$ cat src/rtl/clkroot_pkg.sv
package clkroot_pkg;
    parameter int CR_MN_W   = 8;
    parameter int CR_DIV_W  = 5;
    parameter int CR_SRC_W  = 3;
    parameter int CR_MODE_W = 2;
    parameter int CR_ADDR_W = 5;

    localparam int CR_OFS_CMD = 'h00;
    localparam int CR_OFS_CFG = 'h04;
    localparam int CR_OFS_M   = 'h08;
    localparam int CR_OFS_N   = 'h0C;
    localparam int CR_OFS_D   = 'h10;

    localparam int CR_SRC_LSB   = 8;
    localparam int CR_MODE_LSB  = 12;
    localparam int CR_REQ_BIT   = 0;
    localparam int CR_EN_BIT    = 1;
    localparam int CR_DIRTY_LSB = 4;
    localparam int CR_OFF_BIT   = 31;
    localparam int CR_NDIRTY    = 4;

    localparam int DRT_CFG = 0;
    localparam int DRT_N   = 1;
    localparam int DRT_M   = 2;
    localparam int DRT_D   = 3;

    localparam logic [CR_MODE_W-1:0] CR_MODE_DUAL = 2'd2;

    typedef struct packed {
        logic [CR_SRC_W-1:0]  src;
        logic [CR_MODE_W-1:0] mode;
        logic [CR_DIV_W-1:0]  div;
        logic [CR_MN_W-1:0]   m;
        logic [CR_MN_W-1:0]   n;
        logic [CR_MN_W-1:0]   d;
    } rootcfg_t;
endpackage

$ cat src/rtl/clkroot_shadow.sv
module clkroot_shadow
    import clkroot_pkg::*;
#(
    parameter int ADDR_W = CR_ADDR_W
) (
    input  logic                  clk,
    input  logic                  rst_n,
    input  logic                  wr_en,
    input  logic [ADDR_W-1:0]     addr,
    input  logic [31:0]           wdata,
    input  logic                  commit,
    output rootcfg_t              shd,
    output logic [CR_NDIRTY-1:0]  dirty
);
    localparam logic [ADDR_W-1:0] A_CFG = ADDR_W'(CR_OFS_CFG);
    localparam logic [ADDR_W-1:0] A_M   = ADDR_W'(CR_OFS_M);
    localparam logic [ADDR_W-1:0] A_N   = ADDR_W'(CR_OFS_N);
    localparam logic [ADDR_W-1:0] A_D   = ADDR_W'(CR_OFS_D);

    typedef struct packed {
        rootcfg_t              shd;
        logic [CR_NDIRTY-1:0]  dirty;
    } shd_state_t;

    shd_state_t st_d, st_q;
    logic unused_wdata;
    assign unused_wdata = ^wdata;

    always_comb begin
        st_d = st_q;
        if (commit) begin
            st_d.dirty = '0;
        end
        if (wr_en) begin
            case (addr)
                A_CFG: begin
                    st_d.shd.div  = wdata[CR_DIV_W-1:0];
                    st_d.shd.src  = wdata[CR_SRC_LSB+CR_SRC_W-1:CR_SRC_LSB];
                    st_d.shd.mode = wdata[CR_MODE_LSB+CR_MODE_W-1:CR_MODE_LSB];
                    st_d.dirty[DRT_CFG] = 1'b1;
                end
                A_M: begin
                    st_d.shd.m = wdata[CR_MN_W-1:0];
                    st_d.dirty[DRT_M] = 1'b1;
                end
                A_N: begin
                    st_d.shd.n = wdata[CR_MN_W-1:0];
                    st_d.dirty[DRT_N] = 1'b1;
                end
                A_D: begin
                    st_d.shd.d = wdata[CR_MN_W-1:0];
                    st_d.dirty[DRT_D] = 1'b1;
                end
                default: ;
            endcase
        end
    end

    always_ff @(posedge clk or negedge rst_n) begin
        if (!rst_n) begin
            st_q <= '0;
        end else begin
            st_q <= st_d;
        end
    end

    assign shd   = st_q.shd;
    assign dirty = st_q.dirty;

    // an M write marks M dirty, even on a copy edge
    p_m_dirty_r3: assert property (@(posedge clk) disable iff (!rst_n)
        (wr_en && addr == A_M) |=> dirty[DRT_M]);

    // a copy with no write on the same edge leaves every flag clear
    p_clean_after_copy_r6: assert property (@(posedge clk) disable iff (!rst_n)
        (commit && !wr_en) |=> (dirty == '0));
endmodule

$ cat src/rtl/clkroot_update.sv
module clkroot_update
    import clkroot_pkg::*;
#(
    parameter int ADDR_W = CR_ADDR_W
) (
    input  logic              clk,
    input  logic              rst_n,
    input  logic              wr_en,
    input  logic [ADDR_W-1:0] addr,
    input  logic [31:0]       wdata,
    input  logic              safe_pt,
    output logic              root_en,
    output logic              pend,
    output logic              commit
);
    localparam logic [ADDR_W-1:0] A_CMD = ADDR_W'(CR_OFS_CMD);

    typedef struct packed {
        logic root_en;
        logic pend;
    } upd_state_t;

    upd_state_t st_d, st_q;
    logic       cmd_wr;
    logic       req_wr;
    logic       unused_wdata;

    assign unused_wdata = ^wdata;
    assign cmd_wr = wr_en && (addr == A_CMD);
    assign req_wr = cmd_wr && wdata[CR_REQ_BIT];
    assign commit = st_q.pend && (safe_pt || !st_q.root_en);

    always_comb begin
        st_d = st_q;
        if (commit) begin
            st_d.pend = 1'b0;
        end
        if (cmd_wr) begin
            st_d.root_en = wdata[CR_EN_BIT];
        end
        if (req_wr) begin
            st_d.pend = 1'b1;
        end
    end

    always_ff @(posedge clk or negedge rst_n) begin
        if (!rst_n) begin
            st_q <= '0;
        end else begin
            st_q <= st_d;
        end
    end

    assign root_en = st_q.root_en;
    assign pend    = st_q.pend;

    // enabled root without a safe point keeps the request pending
    p_wait_safe_r5: assert property (@(posedge clk) disable iff (!rst_n)
        (pend && root_en && !safe_pt) |=> pend);

    // disabled root acknowledges at the next edge
    p_off_ack_r7: assert property (@(posedge clk) disable iff (!rst_n)
        (pend && !root_en && !req_wr) |=> !pend);

    // a request write always leaves the request pending
    p_req_sets_r4: assert property (@(posedge clk) disable iff (!rst_n)
        req_wr |=> pend);
endmodule

$ cat src/rtl/clkroot_active.sv
module clkroot_active
    import clkroot_pkg::*;
(
    input  logic     clk,
    input  logic     rst_n,
    input  logic     commit,
    input  rootcfg_t shd,
    output rootcfg_t act
);
    typedef struct packed {
        rootcfg_t act;
    } act_state_t;

    act_state_t st_d, st_q;

    always_comb begin
        st_d = st_q;
        if (commit) begin
            st_d.act = shd;
        end
    end

    always_ff @(posedge clk or negedge rst_n) begin
        if (!rst_n) begin
            st_q <= '0;
        end else begin
            st_q <= st_d;
        end
    end

    assign act = st_q.act;

    // the datapath copy only moves on a copy edge
    p_hold_r5: assert property (@(posedge clk) disable iff (!rst_n)
        !commit |=> $stable(act));

    // a copy takes the shadow as it stood at that edge
    p_copy_r6: assert property (@(posedge clk) disable iff (!rst_n)
        commit |=> (act == $past(shd)));
endmodule

$ cat src/rtl/clkroot_cfg.sv
module clkroot_cfg
    import clkroot_pkg::*;
#(
    parameter int ADDR_W = CR_ADDR_W
) (
    input  logic                 clk,
    input  logic                 rst_n,
    input  logic                 bus_wr,
    input  logic [ADDR_W-1:0]    bus_addr,
    input  logic [31:0]          bus_wdata,
    output logic [31:0]          bus_rdata,
    input  logic                 safe_pt,
    output logic                 root_en_o,
    output logic [CR_SRC_W-1:0]  act_src_o,
    output logic [CR_DIV_W-1:0]  act_div_o,
    output logic [CR_MODE_W-1:0] act_mode_o,
    output logic [CR_MN_W-1:0]   act_m_o,
    output logic [CR_MN_W-1:0]   act_n_o,
    output logic [CR_MN_W-1:0]   act_d_o,
    output logic                 dual_edge_o
);
    localparam logic [ADDR_W-1:0] A_CMD = ADDR_W'(CR_OFS_CMD);
    localparam logic [ADDR_W-1:0] A_CFG = ADDR_W'(CR_OFS_CFG);
    localparam logic [ADDR_W-1:0] A_M   = ADDR_W'(CR_OFS_M);
    localparam logic [ADDR_W-1:0] A_N   = ADDR_W'(CR_OFS_N);
    localparam logic [ADDR_W-1:0] A_D   = ADDR_W'(CR_OFS_D);

    rootcfg_t              shd;
    rootcfg_t              act;
    logic [CR_NDIRTY-1:0]  dirty;
    logic                  root_en;
    logic                  pend;
    logic                  commit;

    clkroot_update #(.ADDR_W(ADDR_W)) u_upd (
        .clk     (clk),
        .rst_n   (rst_n),
        .wr_en   (bus_wr),
        .addr    (bus_addr),
        .wdata   (bus_wdata),
        .safe_pt (safe_pt),
        .root_en (root_en),
        .pend    (pend),
        .commit  (commit)
    );

    clkroot_shadow #(.ADDR_W(ADDR_W)) u_shd (
        .clk    (clk),
        .rst_n  (rst_n),
        .wr_en  (bus_wr),
        .addr   (bus_addr),
        .wdata  (bus_wdata),
        .commit (commit),
        .shd    (shd),
        .dirty  (dirty)
    );

    clkroot_active u_act (
        .clk    (clk),
        .rst_n  (rst_n),
        .commit (commit),
        .shd    (shd),
        .act    (act)
    );

    always_comb begin
        bus_rdata = '0;
        case (bus_addr)
            A_CMD: begin
                bus_rdata[CR_OFF_BIT] = ~root_en;
                bus_rdata[CR_DIRTY_LSB+CR_NDIRTY-1:CR_DIRTY_LSB] = dirty;
                bus_rdata[CR_EN_BIT]  = root_en;
                bus_rdata[CR_REQ_BIT] = pend;
            end
            A_CFG: begin
                bus_rdata[CR_DIV_W-1:0] = shd.div;
                bus_rdata[CR_SRC_LSB+CR_SRC_W-1:CR_SRC_LSB]    = shd.src;
                bus_rdata[CR_MODE_LSB+CR_MODE_W-1:CR_MODE_LSB] = shd.mode;
            end
            A_M:     bus_rdata[CR_MN_W-1:0] = shd.m;
            A_N:     bus_rdata[CR_MN_W-1:0] = shd.n;
            A_D:     bus_rdata[CR_MN_W-1:0] = shd.d;
            default: ;
        endcase
    end

    assign root_en_o   = root_en;
    assign act_src_o   = act.src;
    assign act_div_o   = act.div;
    assign act_mode_o  = act.mode;
    assign act_m_o     = act.m;
    assign act_n_o     = act.n;
    assign act_d_o     = act.d;
    assign dual_edge_o = (act.mode == CR_MODE_DUAL);

    // the enable output tracks the command register across a write
    p_en_follow_r8: assert property (@(posedge clk) disable iff (!rst_n)
        (bus_wr && bus_addr == A_CMD) |=> (root_en_o == $past(bus_wdata[CR_EN_BIT])));
endmodule

$ cat config.mk
export PLATFORM = sky130hd
export DESIGN_NAME = clkroot_cfg
export DESIGN_NICKNAME = d
export VERILOG_FILES = /design/src/rtl/clkroot_pkg.sv /design/src/rtl/clkroot_shadow.sv /design/src/rtl/clkroot_update.sv /design/src/rtl/clkroot_active.sv /design/src/rtl/clkroot_cfg.sv
export SDC_FILE = /design/constraint.sdc
export NUM_CORES = 1
export LEC_CHECK = 0
export BUFFER_PORTS_ARGS = -buffer_cell sky130_fd_sc_hd__buf_2
export CAP_MARGIN = 15
export CORE_AREA = 2 2 69 104
export CTS_CLUSTER_SIZE = 24
export DETAILED_ROUTE_END_ITERATION = 16
export DIE_AREA = 0 0 71 106
export PLACE_DENSITY = 0.76
export SYNTH_ARGS = -nofsm -noshare
export SYNTH_HDL_FRONTEND = slang
export SYNTH_SLANG_ARGS = --single-unit
$ cat constraint.sdc
create_clock -name clk -period 2.14 [get_ports clk]
set_clock_uncertainty 0.05 [all_clocks]
set_input_delay 0.214 -clock clk [delete_from_list [all_inputs] [get_ports clk]]
set_output_delay 0.214 -clock clk [all_outputs]
set_load 0.01 [all_outputs]
# Word level (Yosys, flattened, before mapping)
# Index checks and enable logic that the tools add are counted.
[totals]
input_bits = 41
ff_bits = 74
word_cells = 47
[op_classes]
muxes = 15
n_eq_ne = 5
bitwise = 1
reduce_logical = 11
[ops]
columns = ["op", "n"]
rows = [
  ["3-bit one-hot mux with 4 select lines", 1],
  ["5-bit by 4-bit equality test with 1-bit output (second input constant)", 2],
  ["2-bit one-hot mux with 5 select lines", 1],
  ["4-bit two-way mux", 2],
  ["2-bit one-hot mux with 4 select lines", 1],
  ["2-bit AND reduction", 4],
  ["1-bit two-way mux", 7],
  ["5-bit by 3-bit equality test with 1-bit output (second input constant)", 1],
  ["5-bit equality test (second input constant)", 1],
  ["5-bit logical NOT", 1],
  ["1-bit one-hot mux with 5 select lines", 1],
  ["1-bit logical AND", 3],
  ["3-bit two-way mux", 1],
  ["2-bit equality test (second input constant)", 1],
  ["2-bit two-way mux", 1],
  ["2-bit nonzero test", 1],
  ["1-bit logical NOT", 1],
  ["1-bit logical OR", 1],
  ["1-bit inverter", 1],
]

# Longest topological paths before layout
[depth]
depth_word = 6
ltp_mapped = 5
ltp_nobuf = 3

# Cells and area by module
# From an unflattened synthesis, not the netlist that was laid out.
[hier_totals]
cells_unflattened = 242
area_unflattened_um2 = 3592.2
[modules_own_cells]
columns = ["mod", "cells_each", "area_per_inst_um2", "seq_area_each_um2", "n_inst"]
rows = [
  ["clkroot_shadow", 88, 1507.7, 950.9, 1],
  ["clkroot_active", 72, 1417.6, 850.8, 1],
  ["clkroot_cfg", 74, 564.3, 0.0, 1],
  ["clkroot_update", 8, 102.6, 50.0, 1],
]

# Worst setup path after synthesis
# OpenSTA, ideal clock, no wires.
[synth_path]
kind = "flip-flop to flip-flop"
start = "register u_upd.st_q, in the netlist u_upd.root_en"
end = "register u_act.st_q, in the netlist u_act.act[16]"
slack_ns = 0.530
setup_ns = 0.125
path_stages_with_launch = 6
period_less_slack_ns = 1.610
arrival_ns = 1.436
n_path_buf = 2
required_time_ns = 1.965
path_cell_list = "dfrtp_1 > inv_1 > o21ai_0 > buf_2 > buf_2 > mux2_2"
[synth_via]
elab_chain_len = 3
[synth_lines]
columns = ["element", "line_no", "rtl"]
rows = [
  ["start: declaration", "clkroot_update.sv:23", "upd_state_t st_d, st_q;"],
  ["start signal: assignment", "clkroot_update.sv:50", "st_q <= st_d;"],
  ["1-bit logical NOT", "clkroot_update.sv:31", "assign commit = st_q.pend && (safe_pt || !st_q.root_en);"],
  ["1-bit logical OR", "clkroot_update.sv:31", ""],
  ["1-bit logical AND", "clkroot_update.sv:31", ""],
  ["end signal: assignment", "clkroot_active.sv:27", "st_q <= st_d;"],
  ["end: declaration", "clkroot_active.sv:14", "act_state_t st_d, st_q;"],
]
# No other way between the ends.
# A chain may end at the register's enable or synchronous reset.

# Final worst setup path
[layout_path]
start = "register u_upd.st_q, in the netlist u_upd.pend"
end = "output bus_rdata[0]"
[layout_via]
elab_chain_len = 1
[layout_lines]
columns = ["element", "line_no", "rtl"]
rows = [
  ["2-bit one-hot mux with 5 select lines", "clkroot_cfg.sv:68", "case (bus_addr)"],
  ["end: declaration", "clkroot_cfg.sv:11", "output logic [31:0] bus_rdata,"],
]
# No other way between the ends.

==> flow_summary.ini <==
[status]
status = finished, final reports clean

[floorplanning]
initial_utilization = 0.486
die_w_um = 71
die_area_um2 = 7530
row_count = 37
core_region_area_um2 = 6710
pin_count = 109
die_h_um = 106

[drt]
antenna_left = 0
dr.first_iter.drc_count = 126
drc = 0
drt-total-wl_um = 6370
detail_route.wl_per_cell_um = 16.4
vias_per_cell = 5.27
vias = 2044
drtPass1Iterations = 4

[clock_tree]
cts.htree.levels = 3
clock-sinks = 74
cts_buffers = 9
cts_tree = built
clock_latency_ns = 0.34
path_clk_slew_ns = 0.07
clockBufferDepth = 2
cts-root-buf = clkbuf_8

[critical_path]
cpPeakStageDelay_ns = 0.46
crit_slowest_cell = mux4_2
critical_path.top_delay_family = multiplexers
cp.arrival_ns = 1.56
critical_path_class = flop to output port
critPathLaunch = u_upd.pend$_DFFE_PN0P_
crit_chain = mux4_2 -> a22o_1 -> buf_2
critPathLaunchType = flop
cp.required_ns = 1.88
r2r_start = u_upd.root_en$_DFFE_PN0P_
critPathBufInv = 1
crit_path_max_fanout = 3
endpoint_kind = output port

[global_routing]
grt_usage = 0.181
antenna_found_initial = 0
grt_max_degree = 75
grt_overflow_total = 0
grt_first_pass_wirelength_um = 10300
grt_pass1_vias = 2082

[finish]
nets = 347
drive_gt1_frac = 0.555
final_cell_mix = dfrtp_1 (74), buf_2 (71), mux2_2 (68)
final_cells = 388
fill_cells = 584
layout_commonest_cell = dfrtp_1
area_delta_synth_final_pct = 18.3
fin_area_um2 = 3860
antenna_cells = 0

[sta]
fin_crit_ns = 1.82
tns_ns = 0
rsz0062_at_grt = false
maxSlewViolCount = 0
final.period_utilization = 0.851
finalSetupViolations = 0
hold_violations = 0
max_freq_mhz = 549

[power_and_ir_drop]
seqPwrFrac = 0.547
peakVddDrop_mv = 0.648
combPwrFrac = 0.158
leakage_nw = 2.11
clkPwrFrac = 0.295
powerDensity_nw_per_um2 = 833
p_int_w = 0.00237
p_sw_w = 0.000841
swShare = 0.262

[yosys]
ys_seq_elements = 74
ys_warn_count = 0
ys_async_sr_fraction = 1.00
netlist_instances = 225
yosysSeqAreaShare = 0.567
syn_area_um2 = 3260
syn_avg_cell_area_um2 = 14.5
ys.flop_type = dfrtp_1
synth_cell_types = 32
synth-edff-count = 0

[worst_hold_path]
hp-start = bus_wdata[9]
hold_class = primary input to flop

[placement]
io_buffers = 71
hpwl_um = 4490
gp_congestion = 0.776
placed_area_um2 = 3680
dp_cells = 372

[flow_run]
drv_cap = 0
[state kept, by name, indices dropped and copies added (netlist names)]
name           flops
u_act.act         34
u_shd.dirty        4
u_shd.shd         34
u_upd.root_en      1
u_upd.pend         1
[Yosys cell counts (all sizes together) (2+ instances only)]
| cell | number | area share |
|---|---|---|
| a21bo | 3 | 0.0092 |
| a21o | 2 | 0.0046 |
| a221o | 2 | 0.0061 |
| a22o | 2 | 0.0054 |
| and2 | 5 | 0.0096 |
| and3 | 3 | 0.0058 |
| buf | 27 | 0.059 |
| clkbuf | 2 | 0.0023 |
| dfrtp | 74 | 0.57 |
| mux2 | 68 | 0.23 |
| mux2i | 10 | 0.031 |
| mux4 | 2 | 0.014 |
| nand3b | 3 | 0.0081 |
| nor2 | 4 | 0.0046 |
| o22ai | 4 | 0.0077 |
[metrics by stage]
stage / utilization / power (W) / worst slack [ns] / hold slack [ns]
floorplan: - / 0.00210 / 0.530 / -0.132
global placement: 0.548 / 0.00227 / 0.312 / 0.219
detailed placement: 0.548 / 0.00230 / 0.320 / 0.227
CTS: 0.575 / 0.00326 / 0.301 / 0.0398
global route: 0.575 / 0.00339 / 0.266 / 0.0419
finish: 0.575 / 0.00321 / 0.319 / 0.0544
[logic make-up (layout without fill, tap and decap cells)]
| family | after synthesis | after routing | share of synthesized area |
|---|---|---|---|
| other | 1 | 18 | 0.00115 |
| multiplexers | 80 | 80 | 0.279 |
| AO/OA/AOI/OAI | 16 | 16 | 0.0387 |
| buffers and inverters | 30 | 98 | 0.0621 |
| flip-flops | 74 | 74 | 0.567 |
| AND/OR/NAND/NOR | 24 | 24 | 0.0514 |
[power by group through the flow]
stage | Clock (W) | Combinational [W] | Sequential, W
finish | 0.000947 | 0.000509 | 0.00176
global route | 0.00104 | 0.000562 | 0.00179
global placement | 0 | 0.000500 | 0.00177
detailed placement | 0 | 0.000517 | 0.00179
floorplan | 0 | 0.000320 | 0.00178
CTS | 0.000984 | 0.000519 | 0.00176
[repair_timing]
| item | CTS | global route |
|---|---|---|
| hold buffers | 1 | 0 |
| setup buffers | 0 | 0 |
| endpoints found under the hold margin | 74 | 0 |
| resized for setup | 0 | 0 |
[metal layers]
metal / share of wire / GRT usage
met5: 0 / 0
met4: 0.015 / 0.0849
met3: 0.048 / 0.0284
met2: 0.52 / 0.304
met1: 0.42 / 0.226
[cell type report]
type                    instances  area [µm²]  area share
flip-flops and latches         74        1850       0.480
repair buffers                 82         453       0.117
multi-input cells             138        1280       0.333
clock buffers                  12         155      0.0402
inverters                       1        3.75    0.000972
well taps                      78        97.6      0.0253
clock inverters                 3        15.0     0.00389
[path summary, 6_finish.rpt]
kind | end | slack [ns] | cells past startpoint
hold reg to reg | u_shd.dirty[1]$_DFF_PN0_ | 0.44 | 1
hold / removal | u_shd.shd[32]$_DFFE_PN0P_ | 0.05 | 2
setup reg to reg | u_act.act[3]$_DFFE_PN0P_ | 0.57 | 4
min in group asynchronous | u_act.act[1]$_DFFE_PN0P_ | 0.38 | 3
setup / recovery | bus_rdata[0] | 0.32 | 3
max in group asynchronous | u_shd.shd[14]$_DFFE_PN0P_ | 1.35 | 3
Note: power is estimated with default switching activity, not from simulation.
